===== src/rtl/card_irq_pkg.sv =====
package card_irq_pkg;

    localparam int DATA_W    = 32;
    localparam int NUM_EVT   = 5;
    localparam int DMA_CLR_W = 10;

    // word addresses
    localparam int OFS_CTRL   = 0;
    localparam int OFS_MASK   = 1;
    localparam int OFS_MASKED = 2;
    localparam int OFS_RAW    = 3;
    localparam int OFS_STATUS = 4;
    localparam int OFS_DMA    = 5;

    // bit positions
    localparam int RAW_REMOVED    = 31;
    localparam int RAW_INSERTED   = 30;
    localparam int STAT_PRESENT   = 8;
    localparam int CTRL_IRQ_EN    = 4;
    localparam int CTRL_SELFCLR_W = 3;
    localparam int DMA_TX         = 0;
    localparam int DMA_RX         = 1;
    localparam int DMA_SUM        = 8;

    typedef struct packed {
        logic [DATA_W-1:0]    ctrl;
        logic [DATA_W-1:0]    mask;
        logic [DATA_W-1:0]    raw;
        logic [DMA_CLR_W-1:0] dma;
    } irq_state_t;

    // raw-status bit driven by each event input
    function automatic int evt_bit(input int idx);
        case (idx)
            0:       return 1;
            1:       return 2;
            2:       return 3;
            3:       return 14;
            4:       return 16;
            default: return 0;
        endcase
    endfunction

endpackage


===== src/rtl/card_irq_evt_map.sv =====
module card_irq_evt_map
    import card_irq_pkg::*;
#(
    parameter int N_EVT = NUM_EVT,
    parameter int W     = DATA_W
) (
    input  logic [N_EVT-1:0] evt_i,
    output logic [W-1:0]     set_o
);

    logic [W-1:0] one_hot [N_EVT];

    for (genvar g = 0; g < N_EVT; g++) begin : g_evt
        assign one_hot[g] = evt_i[g] ? (W'(1) << evt_bit(g)) : '0;
    end

    always_comb begin
        set_o = '0;
        for (int e = 0; e < N_EVT; e++) begin
            set_o = set_o | one_hot[e];
        end
    end

endmodule


===== src/rtl/card_irq_card_det.sv =====
module card_irq_card_det (
    input  logic clk,
    input  logic rst_n,
    input  logic card_det_i,
    output logic insert_o,
    output logic remove_o,
    output logic present_o
);

    logic present_d, present_q;

    always_comb begin
        present_d = card_det_i;
        insert_o  = card_det_i & ~present_q;
        remove_o  = ~card_det_i & present_q;
        present_o = present_q;
    end

    always_ff @(posedge clk or negedge rst_n) begin
        if (!rst_n) present_q <= 1'b1;
        else        present_q <= present_d;
    end

endmodule


===== src/rtl/card_irq_unit.sv =====
module card_irq_unit
    import card_irq_pkg::*;
#(
    parameter int ADDR_W = 3
) (
    input  logic              clk,
    input  logic              rst_n,
    input  logic              reg_wr,
    input  logic [ADDR_W-1:0] reg_addr,
    input  logic [DATA_W-1:0] reg_wdata,
    output logic [DATA_W-1:0] reg_rdata,
    input  logic [NUM_EVT-1:0] evt_i,
    input  logic              dma_tx_done_i,
    input  logic              dma_rx_done_i,
    input  logic              card_det_i,
    output logic              irq_o
);

    localparam logic [DATA_W-1:0] CTRL_KEEP = ~DATA_W'((1 << CTRL_SELFCLR_W) - 1);

    irq_state_t st_d, st_q;

    logic [DATA_W-1:0] evt_set;
    logic              card_ins, card_rem, card_present;

    card_irq_evt_map #(.N_EVT(NUM_EVT), .W(DATA_W)) i_evt_map (
        .evt_i (evt_i),
        .set_o (evt_set)
    );

    card_irq_card_det i_card_det (
        .clk        (clk),
        .rst_n      (rst_n),
        .card_det_i (card_det_i),
        .insert_o   (card_ins),
        .remove_o   (card_rem),
        .present_o  (card_present)
    );

    logic hit_ctrl, hit_mask, hit_clr, hit_dma;
    logic [DATA_W-1:0]    raw_clr;
    logic [DMA_CLR_W-1:0] dma_clr, dma_set;

    always_comb begin
        hit_ctrl = reg_wr && (reg_addr == ADDR_W'(OFS_CTRL));
        hit_mask = reg_wr && (reg_addr == ADDR_W'(OFS_MASK));
        hit_clr  = reg_wr && ((reg_addr == ADDR_W'(OFS_RAW)) ||
                              (reg_addr == ADDR_W'(OFS_MASKED)));
        hit_dma  = reg_wr && (reg_addr == ADDR_W'(OFS_DMA));

        raw_clr = hit_clr ? reg_wdata : '0;
        dma_clr = hit_dma ? reg_wdata[DMA_CLR_W-1:0] : '0;

        dma_set          = '0;
        dma_set[DMA_TX]  = dma_tx_done_i;
        dma_set[DMA_RX]  = dma_rx_done_i;
        dma_set[DMA_SUM] = dma_tx_done_i | dma_rx_done_i;

        st_d = st_q;
        if (hit_ctrl) st_d.ctrl = reg_wdata & CTRL_KEEP;
        if (hit_mask) st_d.mask = reg_wdata;

        // clear first, then set: a same-cycle event wins
        st_d.raw = (st_q.raw & ~raw_clr) | evt_set;
        if (card_ins) begin
            st_d.raw[RAW_INSERTED] = 1'b1;
            st_d.raw[RAW_REMOVED]  = 1'b0;
        end
        if (card_rem) begin
            st_d.raw[RAW_REMOVED]  = 1'b1;
            st_d.raw[RAW_INSERTED] = 1'b0;
        end

        st_d.dma = (st_q.dma & ~dma_clr) | dma_set;
    end

    always_ff @(posedge clk or negedge rst_n) begin
        if (!rst_n) st_q <= '0;
        else        st_q <= st_d;
    end

    always_comb begin
        case (reg_addr)
            ADDR_W'(OFS_CTRL):   reg_rdata = st_q.ctrl;
            ADDR_W'(OFS_MASK):   reg_rdata = st_q.mask;
            ADDR_W'(OFS_MASKED): reg_rdata = st_q.raw & st_q.mask;
            ADDR_W'(OFS_RAW):    reg_rdata = st_q.raw;
            ADDR_W'(OFS_STATUS): reg_rdata = DATA_W'(card_present) << STAT_PRESENT;
            ADDR_W'(OFS_DMA):    reg_rdata = DATA_W'(st_q.dma);
            default:             reg_rdata = '0;
        endcase
    end

    assign irq_o = st_q.ctrl[CTRL_IRQ_EN] && ((st_q.raw & st_q.mask) != '0);

endmodule


===== config.mk =====
export PLATFORM = sky130hd
export DESIGN_NAME = card_irq_unit
export DESIGN_NICKNAME = d
export VERILOG_FILES = /design/src/rtl/card_irq_pkg.sv /design/src/rtl/card_irq_evt_map.sv /design/src/rtl/card_irq_card_det.sv /design/src/rtl/card_irq_unit.sv
export SDC_FILE = /design/constraint.sdc
export NUM_CORES = 1
export LEC_CHECK = 0
export BUFFER_PORTS_ARGS = -buffer_cell sky130_fd_sc_hd__buf_2
export CAP_MARGIN = 25
export CORE_AREA = 8 8 118 93
export CTS_CLUSTER_SIZE = 25
export DETAILED_ROUTE_END_ITERATION = 8
export DIE_AREA = 0 0 126 101
export HOLD_SLACK_MARGIN = 0.02
export PLACE_DENSITY = 0.79
export SETUP_SLACK_MARGIN = 0.5
export SLEW_MARGIN = 10
export SYNTH_ARGS = -nofsm -noshare
export SYNTH_HDL_FRONTEND = slang
export SYNTH_SLANG_ARGS = --single-unit

===== constraint.sdc =====
create_clock -name clk -period 1.5 [get_ports clk]
set_input_delay 0.225 -clock clk [delete_from_list [all_inputs] [get_ports clk]]
set_output_delay 0.225 -clock clk [all_outputs]
set_load 0.02 [all_outputs]

== After elaboration in Yosys (flattened, before gate mapping) ==
Cells that the tools add are included.
Cells by class
  equality and inequality tests: 5
  multiplexer cells: 10
  bitwise logic cells: 16
  reductions and logical operators: 8
Operators with widths (number)
  $pmux W32 S6: 1
  $or A32 B32 Y32: 5
  $and A32 B32 Y32: 2
  $mux W32: 1
  $not A32 Y32: 1
  $reduce_bool A32 Y1: 1
  $mux W17: 1
  $mux W15: 1
  $and A10 B10 Y10: 1
  $mux W10: 1
  $not A10 Y10: 1
  $or A10 B9 Y10: 1
  $eq A3 B2 Y1 const B: 2
  $eq A3 B3 Y1 const B: 2
  $mux W2: 3
  $logic_and A1 B1 Y1: 5
  $mux W4: 1
  $eq A3 B1 Y1 const B: 1
  $logic_not A3 Y1: 1
  $mux W3: 1
  $and A1 B1 Y1: 2
  $not A1 Y1: 2
  $logic_or A1 B1 Y1: 1
  $or A1 B1 Y1: 1
Storage, ports and cells
  register bits after elaboration: 104
  input bits: 46
  output and inout port bits: 33

== Longest topological paths before layout ==
Gate-level depths: netlist (run 1).
  depth in word-level cells: 9
  depth in mapped cells: 7
  gate-level depth less buffers: 4

== Hierarchy ==
Synthesis (run 1) repeated with hierarchy kept, for this count alone.
Second synthesis, totals
  cells, all modules: 510
  area, all modules: 5487.8 um2
Modules (own cells, without submodules)
  card_irq_unit: instances 1, cells an instance 474, area each 5202.5 um2, sequential area each 2577.5 um2
  card_irq_evt_map: instances 1, cells an instance 33, area each 244.0 um2, sequential area each 0.0 um2
  card_irq_card_det: instances 1, cells an instance 3, area each 41.3 um2, sequential area each 26.3 um2

== Least setup slack after synthesis (run 1) ==
Ideal clock, no wire load.
  kind: input-to-output
  start point: in reg_addr[1]
  end point: out reg_rdata[10]
  data arrival time: 1.835 ns
  data required time: 1.275 ns
  setup slack: -0.560 ns
  stages on the path: 6
  buffers on the path: 2
  cells stage by stage: buf_6 inv_2 nand2_4 buf_2 nor2_1 a2111oi_0
Between the ends
  cells in the longest elaborated chain, start to end: 2
  elaborated cells on any way between the ends: 7
  classes of those cells: 5 x eq/ne; 1 x mux; 1 x reduce/logical
RTL lines
  from (decl): RTL line card_irq_unit.sv:9  | input logic [ADDR_W-1:0] reg_addr,
  $eq A3 B3 Y1 (tied with other cells): RTL line card_irq_unit.sv:83  | case (reg_addr)
  $pmux W32 S6 (*): RTL line card_irq_unit.sv:83
  to (decl): RTL line card_irq_unit.sv:11  | output logic [DATA_W-1:0] reg_rdata,
Mark *: on every way between the ends. The rest lies on a longest branch, timed or not.

== Worst setup path after layout (run 1) ==
  start point: reg st_q[16] in the netlist's numbering
  end point: out irq_o
Between the ends
  cells in the longest elaborated chain, start to end: 3
RTL lines
  from (decl): RTL line card_irq_unit.sv:21  | irq_state_t st_d, st_q;
  from (signal assigned): RTL line card_irq_unit.sv:79  | else st_q <= st_d;
  $and A32 B32 Y32: RTL line card_irq_unit.sv:94  | assign irq_o = st_q.ctrl[CTRL_IRQ_EN] && ((st_q.raw & st_q.mask) != '0);
  $reduce_bool A32 Y1: RTL line card_irq_unit.sv:94
  $logic_and A1 B1 Y1: RTL line card_irq_unit.sv:94
  to (decl): RTL line card_irq_unit.sv:16  | output logic irq_o
No other way between the ends.

==> results.toml, run 1 <==
[place]
io_buffers = 78
dpl_cell_area_um2 = 7090
place.gp.congestion = 0.820
place_hpwl_um = 11500
pre_cts_slack_ns = -0.185

[outcome]
violations = "setup timing"
status = "complete, but fails checks"

[worst_setup_path]
rr_worst_depth = 4
crit_fanout = 2
cp_data_required_time_ns = 1.27
cp-end-kind = "output port"
crit_arrival_ns = 1.96
start_kind = "flip-flop"
critPathKind = "reg -> out"

[floorplan]
core_um2 = 9230
start_util_pct = 54.6
dieArea_um2 = 12700
die_h_um = 101
rows = 31
fp.dieW_um = 126
io_pins = 79

[detailed_routing]
wl_met3_um = 2620
vias_per_cell = 7.01
vias = 5359
drc = 0
dr_wl_met2_um = 11800
wl_per_cell_um = 33.3
drtPass1Iterations = 5
ant_nets = 0
drt_iter0_markers = 661
wl_um = 25500
routed.top_layer = "met4"
met1_length_um = 9190

[clock_network]
cts.sink_count = 104
clk_latency_ns = 0.37
cts_made_buffers = 9
ctsHtreeMaxLevel = 3
root_buffer = "clkbuf_16"
clock_path_buffers = 2
clkTransAtPathRegs_ns = 0.08
cts_tree = "done"

[yosys]
ys_ff_latch = 104
synth_nets = 499
synthTopCellsByArea = "dfrtp_1 (51%), mux2_2 (15%), a2111oi_0 (3.8%)"
ys_warn_count = 0
syn_area_um2 = 5040
postSynthAreaPerCell_um2 = 11.1
yosys.area.top_type = "dfrtp_1"
syn-instance-count = 453
yosysTopAreaCellShare_pct = 51.2
ys_seq_area_share_pct = 51.7
yosysUniqueCellTypes = 38

[timing]
drv_slew = 0
worst_pin_slew_ns = 0.392
setup-violations-final = 33
skew_ns = 0.00825
worst_hold_slack_ns = 0.0401
hold_viol = 0
slew_headroom_pct = 73.8
rsz0062_at_grt = "yes"
fin_crit_sh_pct = 145
worst_slack_ns = -0.681
clock.fmax_mhz = 458
final.min_clock_period_ns = 2.18

[layout]
n_fill_cell = 228
layout-drive-gt1-share_pct = 68.6
syn2layout_area_growth_pct = 72.7
final_area_um2 = 8700
fin_nets = 690
n_antenna_cell = 0

[power_and_ir_drop]
p_leak_nw = 3.77
irDropWorstVdd_uv = 803
power_density_nw_per_um2 = 1090
total_power_w = 0.00947

[hold_path]
worstHoldPathType = "in -> reg"
hold_path_depth = 2

[global_route]
grt_pass1_vias = 5419
grt_max_degree = 53
grt.overflow.total = 0
grt_use_total_pct = 33.9
grt_pass1_wl_um = 32500
antenna_found_initial = 0

[job]
maxCapViolations = 0
where the power goes:
part,internal [W],switching (W),total [W]
Sequential,0.00322,0.000498,0.00371
Clock,0.00128,0.00116,0.00244
Combinational,0.00177,0.00155,0.00332
what timing repair did:
action	in CTS	in global routing
hold endpoints to repair	20	0
endpoints found under the setup margin	110	156
setup buffers	25	10
resized for setup	186	58
hold buffers	2	0
cloned	4	0
pin swaps	51	19
cells in the final DEF, fill, tap and decap left out, types with 16 or more instances in the layout:
master,instances
a2111oi_4,22
a21oi_2,28
and2_4,22
a211oi_4,16
buf_4,74
nor2_1,21
inv_1,29
dfrtp_1,100
buf_6,65
mux2_4,67
buf_2,43
worst max-delay path, stage by stage, from the launching register on:
cell and delay [ns]:
dfrtp_1 0.40, a22o_1 0.28, a221oi_4 0.22, nand4_1 0.20, o31a_1 0.34, buf_6 0.15
logic make-up after synthesis:
group	after synthesis	synth area share (%)
multiplexers	69	15.4
AO/OA/AOI/OAI	128	17.9
AND/OR/NAND/NOR	87	8.74
buffers and inverters	63	5.91
flip-flops	104	51.7
adder cells (fa/ha/maj)	2	0.397
routing by layer:
metal | track usage, % | up-vias
li1 | - | 2010
met1 | 40.8 | 2705
met2 | 56.4 | 462
met3 | 8.83 | 182
met4 | 15.9 | 0
met5 | 0 | -
final timing paths:
| check | from | to | slack [ns] |
|---|---|---|---|
| worst max-delay path | st_q[16] | irq_o | -0.68 |
| worst min-delay path | evt_i[0] | st_q[11] | 0.04 |
| worst max register to register | st_q[40] | st_q[40] | 0.34 |
| worst min register to register | st_q[8] | st_q[8] | 0.54 |
| max in group asynchronous | rst_n | i_card_det.present_o | 0.61 |
| min in group asynchronous | rst_n | st_q[60] | 0.29 |
sequential cells by signal, summed over array words and instances (netlist names):
register              count
i_card_det.present_o      1
st_q                    103
synth_stat cells:
master	n
a2111oi_0	22
a211o_1	1
a211oi_1	22
a21boi_0	9
a21o_1	5
a21oi_1	35
a221oi_1	6
a22o_1	8
a22oi_1	4
and2_1	22
and2_4	1
and3_1	3
and3b_1	1
buf_2	10
buf_4	9
buf_6	2
clkbuf_1	10
dfrtp_1	103
dfstp_2	1
inv_1	31
inv_2	1
maj3_1	2
mux2_1	1
mux2_2	66
mux2i_1	2
nand2_1	24
nand2_4	1
nand2b_4	1
nand3_1	4
nand4_1	1
nor2_1	24
nor2_2	1
nor2b_1	1
nor3_2	1
o21ai_0	10
o221ai_1	5
o31a_1	1
or2_2	2
per-stage QoR:
step	TNS, ns	std cells	utilization, %
after floorplan	0	453	-
after global placement	-2.15	707	76.8
after detailed placement	-3.08	707	76.8
after CTS	-7.10	754	90.4
after global routing	-10.56	764	94.2
final	-9.75	764	94.2
cell type report:
type	count	area (um^2)	share of cell area (%)
clock buffers	9	225	2.59
clock inverters	7	62.6	0.719
inverters	32	128	1.47
multi-input cells	286	3500	40.2
flip-flops and latches	104	2610	30.0
well taps	115	144	1.65
repair buffers	211	2040	23.4
(Power assumes the default switching activity.)
==> run 2: changes to the inputs <==
--- a/config.mk
+++ b/config.mk
@@ -5,6 +5,7 @@
 export SDC_FILE = /design/constraint.sdc
 export NUM_CORES = 1
 export LEC_CHECK = 0
+export ABC_AREA = 1
 export BUFFER_PORTS_ARGS = -buffer_cell sky130_fd_sc_hd__buf_2
 export CAP_MARGIN = 25
 export CORE_AREA = 8 8 118 93
@@ -12,7 +13,7 @@
 export DETAILED_ROUTE_END_ITERATION = 8
 export DIE_AREA = 0 0 126 101
 export HOLD_SLACK_MARGIN = 0.02
-export PLACE_DENSITY = 0.79
+export PLACE_DENSITY = 0.77
 export SETUP_SLACK_MARGIN = 0.5
 export SLEW_MARGIN = 10
 export SYNTH_ARGS = -nofsm -noshare
==> run 2 against run 1 <==
The run now fails in global routing. Area after synthesis decreased by 2.6%. Synthesized cell count increased by 34%.
==> results.toml, run 2 <==
[yosys]
synth_nets = 653
synth-main-ff-cell = "dfrtp_1"
yosysTopAreaCellShare_pct = 52.5
yosys.area.top_type = "dfrtp_1"
ys_ff_latch = 104
synth_common_cells = "nand2_1 (227), dfrtp_1 (103), inv_1 (74), o21ai_0 (60), o21ai_1 (40)"
syn-instance-count = 607
ys_seq_area_share_pct = 53.0
syn_area_um2 = 4910
postSynthAreaPerCell_um2 = 8.09
synth_edf_count = 0
synth.most_common_cell = "nand2_1"
synthTopCellsByArea = "dfrtp_1 (52%), nand2_1 (17%), o21ai_0 (6.1%)"
ys_warn_count = 0
yosysUniqueCellTypes = 23
synthArstFlopShare_pct = 100

[place]
dpl_cell_area_um2 = 5900
io_buffers = 78
place.gp.congestion = 0.838
place_hpwl_um = 8880

[outcome]
stop_stage = "global routing"
status = "did not finish"
error = "[ERROR DPL-0038] Utilization greater than 100%, impossible to legalize"

[clock_network]
ctsHtreeMaxLevel = 3
clock_path_buffers = 2
cts.sink_count = 104
root_buffer = "clkbuf_16"
cts_made_buffers = 9

[timing]
worstEpCategory = "top-level output"
grt-worst-endpoint = "reg_rdata[31]"

[global_route]
grt_max_degree = 42

[floorplan]
start_util_pct = 53.2
rows = 31
io_pins = 79
die_h_um = 101
fp.dieW_um = 126
[run 2: cell count changes after synthesis, moves of 9 or more]
cell       change
nand2_1      +203
mux2_2        -66
o21ai_0       +50
inv_1         +43
o21ai_1       +40
a21oi_1       -28
o2111ai_1     +26
a2111oi_0     -22
a211oi_1      -22
and2_1        -22
nor2_1        -11
a21boi_0       -9
[run 2: repair_timing]
item                       in CTS
hold buffers                    2
buffers inserted               66
hold endpoints to repair       25
cloned                         26
setup endpoints to repair     120
resized for setup             383
pin swaps                      78
[run 2: kinds of logic after synthesis]
group	Yosys count	synth area share, %
simple gates	258	20.7
compound gates	140	16.6
buf+inv	105	9.71
flops	104	53.0
[run 2: through the flow]
stage                     cells  setup slack [ns]
after CTS                   907            -0.234
after global placement      797           -0.0499
after detailed placement    797           -0.0797
after floorplan             607             0.326
==> run 3: changes to the inputs <==
--- a/config.mk
+++ b/config.mk
@@ -8,13 +8,10 @@
 export ABC_AREA = 1
 export BUFFER_PORTS_ARGS = -buffer_cell sky130_fd_sc_hd__buf_2
 export CAP_MARGIN = 25
-export CORE_AREA = 8 8 118 93
-export CTS_CLUSTER_SIZE = 25
+export CORE_AREA = 8 8 120 122
 export DETAILED_ROUTE_END_ITERATION = 8
-export DIE_AREA = 0 0 126 101
-export HOLD_SLACK_MARGIN = 0.02
-export PLACE_DENSITY = 0.77
-export SETUP_SLACK_MARGIN = 0.5
+export DIE_AREA = 0 0 128 130
+export PLACE_DENSITY_LB_ADDON = 0.15
 export SLEW_MARGIN = 10
 export SYNTH_ARGS = -nofsm -noshare
 export SYNTH_HDL_FRONTEND = slang
==> run 3 against run 2 <==
The flow now finishes, with violations (setup timing). Area after synthesis is the same. Synthesized cell count is the same.
==> results.toml, run 3 <==
[timing]
final.min_clock_period_ns = 1.72
slew_headroom_pct = 74.6
drv_slew = 0
fin_crit_sh_pct = 114
worst_slack_ns = -0.215
worst_hold_slack_ns = 0.0594
rsz0062_at_grt = "yes"
skew_ns = 0.0000621
worst_pin_slew_ns = 0.380
setup-violations-final = 5
hold_viol = 0
clock.fmax_mhz = 583

[worst_setup_path]
cp-end-kind = "output port"
critPathKind = "reg -> out"
start_kind = "flip-flop"
cp_data_required_time_ns = 1.27
worstReg2RegStart = "i_card_det.present_o"
ff2ff_setup_slack_ns = 0.59
crit_arrival_ns = 1.49
rr_worst_depth = 3
reg2reg_to = "st_q[40]"
crit_fanout = 3

[layout]
largest_register = "st_q"
layout-drive-gt1-share_pct = 31.4
multiInputGateArea_um2 = 2150
layout_commonest_cell = "nand2_1"
post-route-util_pct = 55.9
n_antenna_cell = 0
fin_cells = 905
mostFrequentLayoutCells = "nand2_1 (190), dfrtp_1 (103), inv_1 (70)"
fin_nets = 774
largest_reg_flops = 103
seq_area_um2 = 2600
syn2layout_area_growth_pct = 41.2
n_fill_cell = 1184

[hold_path]
hold_path_depth = 2
worstHoldPathType = "in -> reg"
hold_end = "st_q[5]"
worstHoldStart = "reg_wdata[5]"

[floorplan]
fp.dieW_um = 128
io_pins = 79
rows = 41
start_util_pct = 39.5
dieArea_um2 = 16600
core_um2 = 12400
die_h_um = 130

[yosys]
ys_ff_latch = 104
yosys.area.top_type = "dfrtp_1"
synth.most_common_cell = "nand2_1"
yosysTopAreaCellShare_pct = 52.5
postSynthAreaPerCell_um2 = 8.09
synth_common_cells = "nand2_1 (227), dfrtp_1 (103), inv_1 (74), o21ai_0 (60), o21ai_1 (40)"
yosysUniqueCellTypes = 23
synthArstFlopShare_pct = 100
syn_area_um2 = 4910
synth_edf_count = 0
ys_warn_count = 0
syn-instance-count = 607
ys_seq_area_share_pct = 53.0
synth_nets = 653
synthTopCellsByArea = "dfrtp_1 (52%), nand2_1 (17%), o21ai_0 (6.1%)"
synth-main-ff-cell = "dfrtp_1"

[global_route]
grt_pass1_wl_um = 23700
grt.overflow.total = 0
grt_use_total_pct = 18.0
antenna_found_initial = 0
grt_max_degree = 47
grt_pass1_vias = 4641

[clock_network]
cts.sink_count = 104
cts_tree = "done"
cts_made_buffers = 9
clkTransAtPathRegs_ns = 0.07
clock_path_buffers = 2
ctsHtreeMaxLevel = 3
clk_latency_ns = 0.35
root_buffer = "clkbuf_16"

[place]
place.gp.congestion = 0.795
placedCellCount = 851
io_buffers = 78
place_hpwl_um = 9400

[outcome]
violations = "setup timing"
status = "complete, but fails checks"

[detailed_routing]
vias_per_cell = 4.94
wl_per_cell_um = 16.2
ant_nets = 0
vias = 4467
drtPass1Iterations = 5
wl_um = 14600
drc = 0
drt_iter0_markers = 333

[job]
maxCapViolations = 0

[power_and_ir_drop]
irDropWorstVdd_uv = 719
power_density_nw_per_um2 = 1030
total_power_w = 0.00715
p_leak_nw = 3.64
==> run 3: cell counts after synthesis <==
No cell type changed its count.
==> run 3: worst max path at each step <==
| stage | startpoint | endpoint | slack, ns | cells after the start |
|---|---|---|---|---|
| after floorplan | reg_addr[2] | reg_rdata[0] | 0.25 | 4 |
| after global placement | reg_addr[0] | reg_rdata[8] | -0.04 | 11 |
| after detailed placement | reg_addr[0] | reg_rdata[8] | -0.05 | 11 |
| after CTS | st_q[32] | irq_o | -0.21 | 7 |
| after global routing | st_q[31] | irq_o | -0.32 | 7 |
| final | st_q[24] | irq_o | -0.22 | 7 |
==> run 3: routing by layer <==
| layer | GRT usage [%] | up-vias | wire (um) |
|---|---|---|---|
| met5 | 0 | - | 0 |
| met4 | 5.03 | 0 | 213 |
| met3 | 5.06 | 15 | 796 |
| met2 | 31.1 | 103 | 7280 |
| met1 | 21.4 | 2161 | 6330 |
| li1 | - | 2188 | - |
==> run 3: cells by family (layout without fill, tap and decap cells) <==
group / Yosys count / count (layout) / synth area share (%)
AO/OA/AOI/OAI: 140 / 140 / 16.6
flip-flops: 104 / 104 / 53.0
buffers and inverters: 105 / 231 / 9.71
AND/OR/NAND/NOR: 258 / 258 / 20.7
==> run 3: final cells by class <==
class | instances | share of cell area (%)
sequential | 104 | 37.5
clock buffer | 13 | 3.75
clock inverter | 3 | 0.577
tap | 172 | 3.10
inverter | 78 | 4.47
multi-input combinational | 398 | 31.1
timing repair buffer | 137 | 19.5
==> run 3: through the flow <==
| step | instance area (um^2) | worst slack [ns] | setup TNS [ns] |
|---|---|---|---|
| CTS | 6420 | -0.215 | -0.248 |
| detailed placement | 5640 | -0.0508 | -0.112 |
| global route | 6930 | -0.323 | -1.11 |
| floorplan | 4910 | 0.246 | 0 |
| finish | 6930 | -0.215 | -0.254 |
| global placement | 5640 | -0.0414 | -0.0644 |
==> run 3: worst max-delay path, cell delays in order (launching register included) <==
cell and delay [ns]:
dfrtp_1 0.43, nand2_2 0.11, nand2_1 0.07, nor2_2 0.13
nand2_1 0.07, nor2_2 0.12, a21oi_2 0.09, buf_6 0.13
==> run 3: power breakdown <==
part / switching [W] / total (W) / internal (W)
combinational: 0.000742 / 0.00138 / 0.000639
clock: 0.00101 / 0.00239 / 0.00138
sequential: 0.000234 / 0.00337 / 0.00314
total: 0.00199 / 0.00715 / 0.00516
==> run 3: timing repair <==
item / CTS / global route
setup endpoints to repair: 12 / 33
gates resized for setup: 59 / 102
setup buffers: 20 / 12
endpoints found under the hold margin: 25 / 0
pin swaps: 6 / 28
hold buffers: 2 / 0
cloned: 3 / 2
